`src/rtl/ppb_pkg.sv`:
```
// Package: shared constants and target encoding for the system control space decoder.
// Assumes four targets and six address windows, indexed as below.
package ppb_pkg;
    localparam int NUM_TGT = 4;
    localparam int NUM_WIN = 6;

    // Target slot numbers; tgt_sel bit positions follow these.
    typedef enum logic [1:0] {
        TGT_CTRL    = 2'd0,
        TGT_TICK_NS = 2'd1,
        TGT_TICK_S  = 2'd2,
        TGT_RELY    = 2'd3
    } tgt_e;

    // Window slot numbers inside the route module.
    localparam int W_SPACE = 0;
    localparam int W_CTRL  = 1;
    localparam int W_TICK  = 2;
    localparam int W_ACTRL = 3;
    localparam int W_ATICK = 4;
    localparam int W_RELY  = 5;
endpackage

```
`src/rtl/ppb_window.sv`:
```
// Module: single address window comparator.
// Assumes the window does not wrap the top of the address space; EN=0 ties hit low.
module ppb_window #(
    parameter int              AW   = 32,
    parameter logic [AW-1:0]   BASE = '0,
    parameter logic [AW-1:0]   SIZE = 'h1000,
    parameter bit              EN   = 1'b1
) (
    input  logic [AW-1:0] addr,
    output logic          hit
);
    // Window test: offset from base below size, using modular subtraction.
    always_comb hit = EN && ((addr - BASE) < SIZE);
endmodule

```
`src/rtl/ppb_route.sv`:
```
// Module: priority router. Picks one target per request, rewrites the secure
// attribute for alias accesses and computes the default-region error.
// Assumes the timer window lies inside the control page, and the alias timer inside the alias page.
module ppb_route
    import ppb_pkg::*;
#(
    parameter int            AW           = 32,
    parameter logic [AW-1:0] SPACE_BASE   = 32'hE000_0000,
    parameter logic [AW-1:0] SPACE_SIZE   = 32'h0010_0000,
    parameter logic [AW-1:0] CTRL_BASE    = 32'hE000_E000,
    parameter logic [AW-1:0] PAGE_SIZE    = 32'h0000_1000,
    parameter logic [AW-1:0] TICK_BASE    = 32'hE000_E010,
    parameter logic [AW-1:0] TICK_SIZE    = 32'h0000_00E0,
    parameter logic [AW-1:0] ALIAS_BASE   = 32'hE002_E000,
    parameter logic [AW-1:0] RELY_BASE    = 32'hE000_5000,
    parameter int            MAX_SIZE     = 8,
    parameter bit            HAS_SEC_TICK = 1'b1,
    parameter bit            HAS_ALIAS    = 1'b1,
    parameter bit            HAS_REL      = 1'b1
) (
    input  logic               req_valid,
    input  logic [AW-1:0]      req_addr,
    input  logic [3:0]         req_size,
    input  logic               req_secure,
    input  logic               req_user,
    output logic [NUM_TGT-1:0] sel,
    output logic               fwd_secure,
    output logic               dflt_err
);
    localparam logic [AW-1:0] ATICK_BASE = ALIAS_BASE + (TICK_BASE - CTRL_BASE);
    localparam logic [AW-1:0] W_BASE [NUM_WIN] =
        '{SPACE_BASE, CTRL_BASE, TICK_BASE, ALIAS_BASE, ATICK_BASE, RELY_BASE};
    localparam logic [AW-1:0] W_SIZE [NUM_WIN] =
        '{SPACE_SIZE, PAGE_SIZE, TICK_SIZE, PAGE_SIZE, TICK_SIZE, PAGE_SIZE};
    localparam bit W_EN [NUM_WIN] =
        '{1'b1, 1'b1, 1'b1, HAS_ALIAS, HAS_ALIAS, HAS_REL};

    logic [NUM_WIN-1:0] hit;
    logic               size_bad;

    for (genvar w = 0; w < NUM_WIN; w++) begin : g_win
        ppb_window #(
            .AW  (AW),
            .BASE(W_BASE[w]),
            .SIZE(W_SIZE[w]),
            .EN  (W_EN[w])
        ) u_win (
            .addr(req_addr),
            .hit (hit[w])
        );
    end

    // Size legality for the default region.
    always_comb size_bad = (req_size == 4'd0) || (int'(req_size) > MAX_SIZE);

    // Priority decision: space check, alias page, timer, control, reliability, default.
    always_comb begin
        sel        = '0;
        fwd_secure = req_secure;
        dflt_err   = 1'b0;
        if (req_valid) begin
            if (!hit[W_SPACE]) begin
                dflt_err = 1'b1;
            end else if (hit[W_ACTRL]) begin
                if (req_secure) begin
                    fwd_secure = 1'b0;
                    if (hit[W_ATICK]) sel[TGT_TICK_NS] = 1'b1;
                    else              sel[TGT_CTRL]    = 1'b1;
                end else begin
                    dflt_err = req_user;
                end
            end else if (hit[W_TICK] && !req_secure) begin
                sel[TGT_TICK_NS] = 1'b1;
            end else if (hit[W_TICK] && HAS_SEC_TICK) begin
                sel[TGT_TICK_S] = 1'b1;
            end else if (hit[W_CTRL]) begin
                sel[TGT_CTRL] = 1'b1;
            end else if (hit[W_RELY]) begin
                sel[TGT_RELY] = 1'b1;
            end else begin
                dflt_err = req_user || size_bad;
            end
        end
    end
endmodule

```
`src/rtl/ppb_resp_mux.sv`:
```
// Module: response multiplexer and response register.
// Assumes sel is one-hot or zero; with no selection the default response is used.
module ppb_resp_mux
    import ppb_pkg::*;
#(
    parameter int DW = 32
) (
    input  logic                  clk,
    input  logic                  rst_n,
    input  logic                  req_valid,
    input  logic [NUM_TGT-1:0]    sel,
    input  logic                  dflt_err,
    input  logic [NUM_TGT*DW-1:0] tgt_rdata,
    input  logic [NUM_TGT-1:0]    tgt_err,
    output logic                  rsp_valid,
    output logic [DW-1:0]         rsp_rdata,
    output logic                  rsp_err
);
    logic [DW-1:0] slice_and [NUM_TGT];
    logic [DW-1:0] mux_rdata;
    logic          mux_err;

    for (genvar t = 0; t < NUM_TGT; t++) begin : g_gate
        // Gate each target's data by its select bit.
        always_comb slice_and[t] = tgt_rdata[t*DW +: DW] & {DW{sel[t]}};
    end

    // OR-combine the gated slices; default response when nothing is selected.
    always_comb begin
        mux_rdata = '0;
        for (int t = 0; t < NUM_TGT; t++) mux_rdata |= slice_and[t];
        mux_err = (|sel) ? |(tgt_err & sel) : dflt_err;
    end

    // Register the response one cycle after the request.
    always_ff @(posedge clk) begin
        if (!rst_n) begin
            rsp_valid <= 1'b0;
            rsp_rdata <= '0;
            rsp_err   <= 1'b0;
        end else begin
            rsp_valid <= req_valid;
            rsp_rdata <= req_valid ? mux_rdata : '0;
            rsp_err   <= req_valid && mux_err;
        end
    end
endmodule

```
`src/rtl/ppb_decoder.sv`:
```
// Module: top of the system control space decoder. Routes a request to one of
// four register targets in the same cycle and returns the registered response.
// Assumes targets answer combinationally from tgt_* in the request cycle.
module ppb_decoder
    import ppb_pkg::*;
#(
    parameter int            AW           = 32,
    parameter int            DW           = 32,
    parameter logic [AW-1:0] SPACE_BASE   = 32'hE000_0000,
    parameter logic [AW-1:0] SPACE_SIZE   = 32'h0010_0000,
    parameter logic [AW-1:0] CTRL_BASE    = 32'hE000_E000,
    parameter logic [AW-1:0] PAGE_SIZE    = 32'h0000_1000,
    parameter logic [AW-1:0] TICK_BASE    = 32'hE000_E010,
    parameter logic [AW-1:0] TICK_SIZE    = 32'h0000_00E0,
    parameter logic [AW-1:0] ALIAS_BASE   = 32'hE002_E000,
    parameter logic [AW-1:0] RELY_BASE    = 32'hE000_5000,
    parameter int            MAX_SIZE     = 8,
    parameter bit            HAS_SEC_TICK = 1'b1,
    parameter bit            HAS_ALIAS    = 1'b1,
    parameter bit            HAS_REL      = 1'b1
) (
    input  logic                  clk,
    input  logic                  rst_n,
    input  logic                  req_valid,
    input  logic [AW-1:0]         req_addr,
    input  logic                  req_write,
    input  logic [DW-1:0]         req_wdata,
    input  logic [3:0]            req_size,
    input  logic                  req_secure,
    input  logic                  req_user,
    output logic [NUM_TGT-1:0]    tgt_sel,
    output logic [11:0]           tgt_offs,
    output logic                  tgt_write,
    output logic [DW-1:0]         tgt_wdata,
    output logic [3:0]            tgt_size,
    output logic                  tgt_secure,
    output logic                  tgt_user,
    input  logic [NUM_TGT*DW-1:0] tgt_rdata,
    input  logic [NUM_TGT-1:0]    tgt_err,
    output logic                  rsp_valid,
    output logic [DW-1:0]         rsp_rdata,
    output logic                  rsp_err
);
    logic dflt_err;

    ppb_route #(
        .AW(AW), .SPACE_BASE(SPACE_BASE), .SPACE_SIZE(SPACE_SIZE),
        .CTRL_BASE(CTRL_BASE), .PAGE_SIZE(PAGE_SIZE), .TICK_BASE(TICK_BASE),
        .TICK_SIZE(TICK_SIZE), .ALIAS_BASE(ALIAS_BASE), .RELY_BASE(RELY_BASE),
        .MAX_SIZE(MAX_SIZE), .HAS_SEC_TICK(HAS_SEC_TICK),
        .HAS_ALIAS(HAS_ALIAS), .HAS_REL(HAS_REL)
    ) u_route (
        .req_valid (req_valid),
        .req_addr  (req_addr),
        .req_size  (req_size),
        .req_secure(req_secure),
        .req_user  (req_user),
        .sel       (tgt_sel),
        .fwd_secure(tgt_secure),
        .dflt_err  (dflt_err)
    );

    ppb_resp_mux #(.DW(DW)) u_mux (
        .clk      (clk),
        .rst_n    (rst_n),
        .req_valid(req_valid),
        .sel      (tgt_sel),
        .dflt_err (dflt_err),
        .tgt_rdata(tgt_rdata),
        .tgt_err  (tgt_err),
        .rsp_valid(rsp_valid),
        .rsp_rdata(rsp_rdata),
        .rsp_err  (rsp_err)
    );

    // Pass-through of the request fields every target shares.
    always_comb begin
        tgt_offs  = req_addr[11:0];
        tgt_write = req_write;
        tgt_wdata = req_wdata;
        tgt_size  = req_size;
        tgt_user  = req_user;
    end
endmodule

```
`config.mk`:
```
export PLATFORM = sky130hd
export DESIGN_NAME = ppb_decoder
export DESIGN_NICKNAME = d
export VERILOG_FILES = /design/src/rtl/ppb_pkg.sv /design/src/rtl/ppb_window.sv /design/src/rtl/ppb_route.sv /design/src/rtl/ppb_resp_mux.sv /design/src/rtl/ppb_decoder.sv
export SDC_FILE = /design/constraint.sdc
export NUM_CORES = 1
export LEC_CHECK = 0
export BUFFER_PORTS_ARGS = -buffer_cell sky130_fd_sc_hd__buf_2
export CAP_MARGIN = 20
export CORE_AREA = 2 2 115 117
export DETAILED_ROUTE_END_ITERATION = 10
export DIE_AREA = 0 0 117 119
export PLACE_DENSITY = 0.67
export SKIP_LAST_GASP = 1
export SYNTH_ARGS = -nofsm -noshare
export SYNTH_HDL_FRONTEND = slang
export SYNTH_HIERARCHICAL = 1
export SYNTH_SLANG_ARGS = --single-unit
```
`constraint.sdc`:
```
create_clock -name clk -period 3.55 [get_ports clk]
set_clock_uncertainty 0.2 [all_clocks]
set_input_delay 0.1775 -clock clk [delete_from_list [all_inputs] [get_ports clk]]
set_output_delay 0.1775 -clock clk [all_outputs]
set_load 0.1 [all_outputs]
```
==> impl_metrics.env <==
export IMPL_hold_ws_ps=10.3
export IMPL_die_h_um=119
export IMPL_portBuffers=220
export IMPL_vias_per_cell=5.45
export IMPL_synthCells=486
export IMPL_p_leak_nw=2.58
export IMPL_cp_max_fo=12
export IMPL_grt_pass1_vias=4794
export IMPL_maxSlewViolCount=0
export IMPL_worst_slack_ps=109
export IMPL_core_area_um2=12900
export IMPL_finalCritPeriodShare_pct=96.9
export IMPL_grt_max_degree=36
export IMPL_crit_type="in2out"
export IMPL_cp_arrival_ps=3060
export IMPL_htree_levels=2
export IMPL_hp_class="in2reg"
export IMPL_start_kind="primary input"
export IMPL_worst_pin_slew_ps=640
export IMPL_hold_violations=0
export IMPL_track_usage_pct=23.0
export IMPL_clock_sinks=34
export IMPL_std_cell_rows=42
export IMPL_drtAntennaViolNets=0
export IMPL_synth_edf_count=0
export IMPL_wl_per_cell_um=18.7
export IMPL_syn_nets=697
export IMPL_synth_top_flop_cell="dfxtp_1"
export IMPL_synthToLayoutAreaGrowth_pct=65.3
export IMPL_cts_tree="done"
export IMPL_numCtsBuffers=5
export IMPL_vdd_drop_max_uv=172
export IMPL_fillers=1256
export IMPL_fin_area_um2=6150
export IMPL_grt_pass1_wl_um=25300
export IMPL_dr_pass1_iters=5
export IMPL_pwr_density_cell_nw_per_um2=228
export IMPL_finalSetupViolCount=0
export IMPL_placed_area_um2=5200
export IMPL_dieArea_um2=13900
export IMPL_clkSlewWorstSetupHoldPaths_ps=50
export IMPL_initialDrtViolationCount=487
export IMPL_maxSlewHeadroom_pct=57.2
export IMPL_via_count=5194
export IMPL_cts_root_buf="clkbuf_16"
export IMPL_gp_congestion=0.969
export IMPL_critical_path_required_ps=3170
export IMPL_avgSynthCellArea_um2=7.66
export IMPL_finalPower_mw=1.40
export IMPL_layout_drive_gt1_share_pct=45.4
export IMPL_setup_tns_ps=0
export IMPL_dp_worst_setup_slack_ps=-20.8
export IMPL_period_minus_slack_ps=3440
export IMPL_num_io_pins=295
export IMPL_synth_seq_cells=34
export IMPL_totalWireLength_um=17800
export IMPL_rsz0062_at_grt="true"
export IMPL_start_util_pct=28.9
export IMPL_drc=0
export IMPL_yosysWarnings=6
export IMPL_die_w_um=117
export IMPL_status="finished clean"
export IMPL_syn_cell_area_um2=3720
export IMPL_nNetsFinal=979
export IMPL_dpl_hpwl_um=12400
export IMPL_grt_antenna_before_repair=8
export IMPL_worstSetupEndpointType="output pin"
export IMPL_ys_seq_area_share_pct=18.3
export IMPL_maxCapViolations=0
export IMPL_ys_types=75
export IMPL_cts_max_path_buffers=2
export IMPL_clock_fmax_mhz=291
export IMPL_async_flop_share_pct=0
export IMPL_grt_ovfl_total=0
[metal layers]
layer | GRT usage (%) | routed length, um | part of all wire (%) | up-vias
met5 | 0 | 0 | 0 | -
met4 | 11.0 | 702 | 3.9 | 0
met3 | 5.65 | 1520 | 8.6 | 59
met2 | 37.9 | 8610 | 48 | 320
met1 | 27.7 | 6990 | 39 | 2393
li1 | - | - | - | 2422
[report_power, final]
part | total (mW) | leakage, nW | internal, mW | switching [mW]
Clock | 0.566 | 0.0941 | 0.403 | 0.163
Combinational | 0.456 | 2.21 | 0.196 | 0.260
Sequential | 0.383 | 0.274 | 0.383 | 0.000295
[worst max-delay path, stage by stage]
cell      delay, ps
buf_2           120
or4_4           530
or4_4           500
nand2b_4        160
or4b_4          510
o211ai_2         90
o2111a_1        220
nand3_1          80
o31a_2          130
nor2_4          180
buf_12          170
buf_12          180
[flip-flops by register name (all words and copies together), names as in the netlist]
signal and cells:
u_mux/rsp_valid 1, u_mux/rsp_err 1, u_mux/rsp_rdata 32
[layout make-up]
| class | count | area [um^2] | area share [%] |
|---|---|---|---|
| Antenna cell | 8 | 20.0 | 0.325 |
| Clock buffer | 5 | 125 | 2.03 |
| Clock inverter | 3 | 68.8 | 1.12 |
| Inverter | 13 | 48.8 | 0.793 |
| Multi-Input combinational cell | 364 | 2610 | 42.4 |
| Sequential cell | 34 | 681 | 11.1 |
| Tap cell | 176 | 220 | 3.58 |
| Timing Repair Buffer | 350 | 2380 | 38.7 |
[Yosys cell counts (5+ instances only)]
cell type / n / area share, %
dfxtp_1: 34 / 18
a22oi_1: 67 / 14
clkbuf_1: 6 / 0.60
or4_1: 7 / 1.4
o21ai_0: 16 / 2.2
nand3_1: 17 / 2.3
nor4_1: 12 / 2.0
ha_1: 5 / 1.7
inv_1: 13 / 1.3
a21oi_1: 51 / 6.9
nor3b_1: 5 / 1.0
buf_2: 16 / 2.2
nand4_1: 9 / 1.5
xnor2_1: 6 / 1.4
buf_4: 50 / 10
nand2_1: 18 / 1.8
nor3_1: 23 / 3.1
nor2_1: 26 / 2.6
xor2_1: 8 / 1.9
a31oi_1: 7 / 1.2
[cell usage in the layout (no fill, tap or decap), types with 5 or more instances in the layout]
| master | synthesis | layout |
|---|---|---|
| clkbuf_16 | 0 | 8 |
| or4_1 | 7 | 5 |
| o21ai_0 | 16 | 12 |
| nand3_1 | 17 | 17 |
| inv_1 | 13 | 12 |
| buf_12 | 0 | 8 |
| buf_2 | 16 | 216 |
| dfxtp_1 | 34 | 34 |
| nor4_1 | 12 | 7 |
| nand4_1 | 9 | 9 |
| nand2_1 | 18 | 18 |
| dlygate4sd3_1 | 0 | 55 |
| nor2_1 | 26 | 24 |
| nor4_4 | 3 | 5 |
| nor3_1 | 23 | 20 |
| buf_4 | 50 | 67 |
| a21oi_1 | 51 | 50 |
| or4_4 | 3 | 5 |
| a31oi_1 | 7 | 6 |
| a22oi_1 | 67 | 67 |
| xor2_1 | 8 | 8 |
| diode_2 | 0 | 8 |
| nor3_2 | 2 | 5 |
| xnor2_1 | 6 | 6 |
| nor3b_1 | 5 | 5 |
| nor4_2 | 3 | 6 |
[path summary, 6_finish.rpt]
kind	from	end	depth (start not counted)
setup / recovery	req_addr[21]	tgt_sel[1]	12
hold / removal	tgt_rdata[77]	u_mux/rsp_rdata[13]	3
[repair_timing]
action                                  4_1_cts  5_1_grt
hold endpoints to repair                     29        0
pin swaps                                     0        7
endpoints found under the setup margin        1        2
resized for setup                             0        9
gates cloned                                  0        3
setup buffers                                 1       10
hold buffers                                 55        0
[cell families (layout without fill, tap and decap cells)]
logic type                 Yosys count  in the layout  synth area share, %
xor gates and xnor gates            14             14                 3.29
other                                0              8                    0
DFF                                 34             34                 18.3
buffers and inverters               88            371                 14.9
muxes                                5              5                 1.38
adders and majority gates            5              5                 1.68
AOI/OAI and AO/OA                  171            171                 31.1
and+or+nand+nor                    169            169                 29.4
[metrics by stage]
stage	cells	util (%)
finish	953	47.8
global route	953	47.8
CTS	933	46.3
detailed placement	869	40.4
global placement	869	40.4
floorplan	486	-
Note: power is estimated with default switching activity, not from simulation.
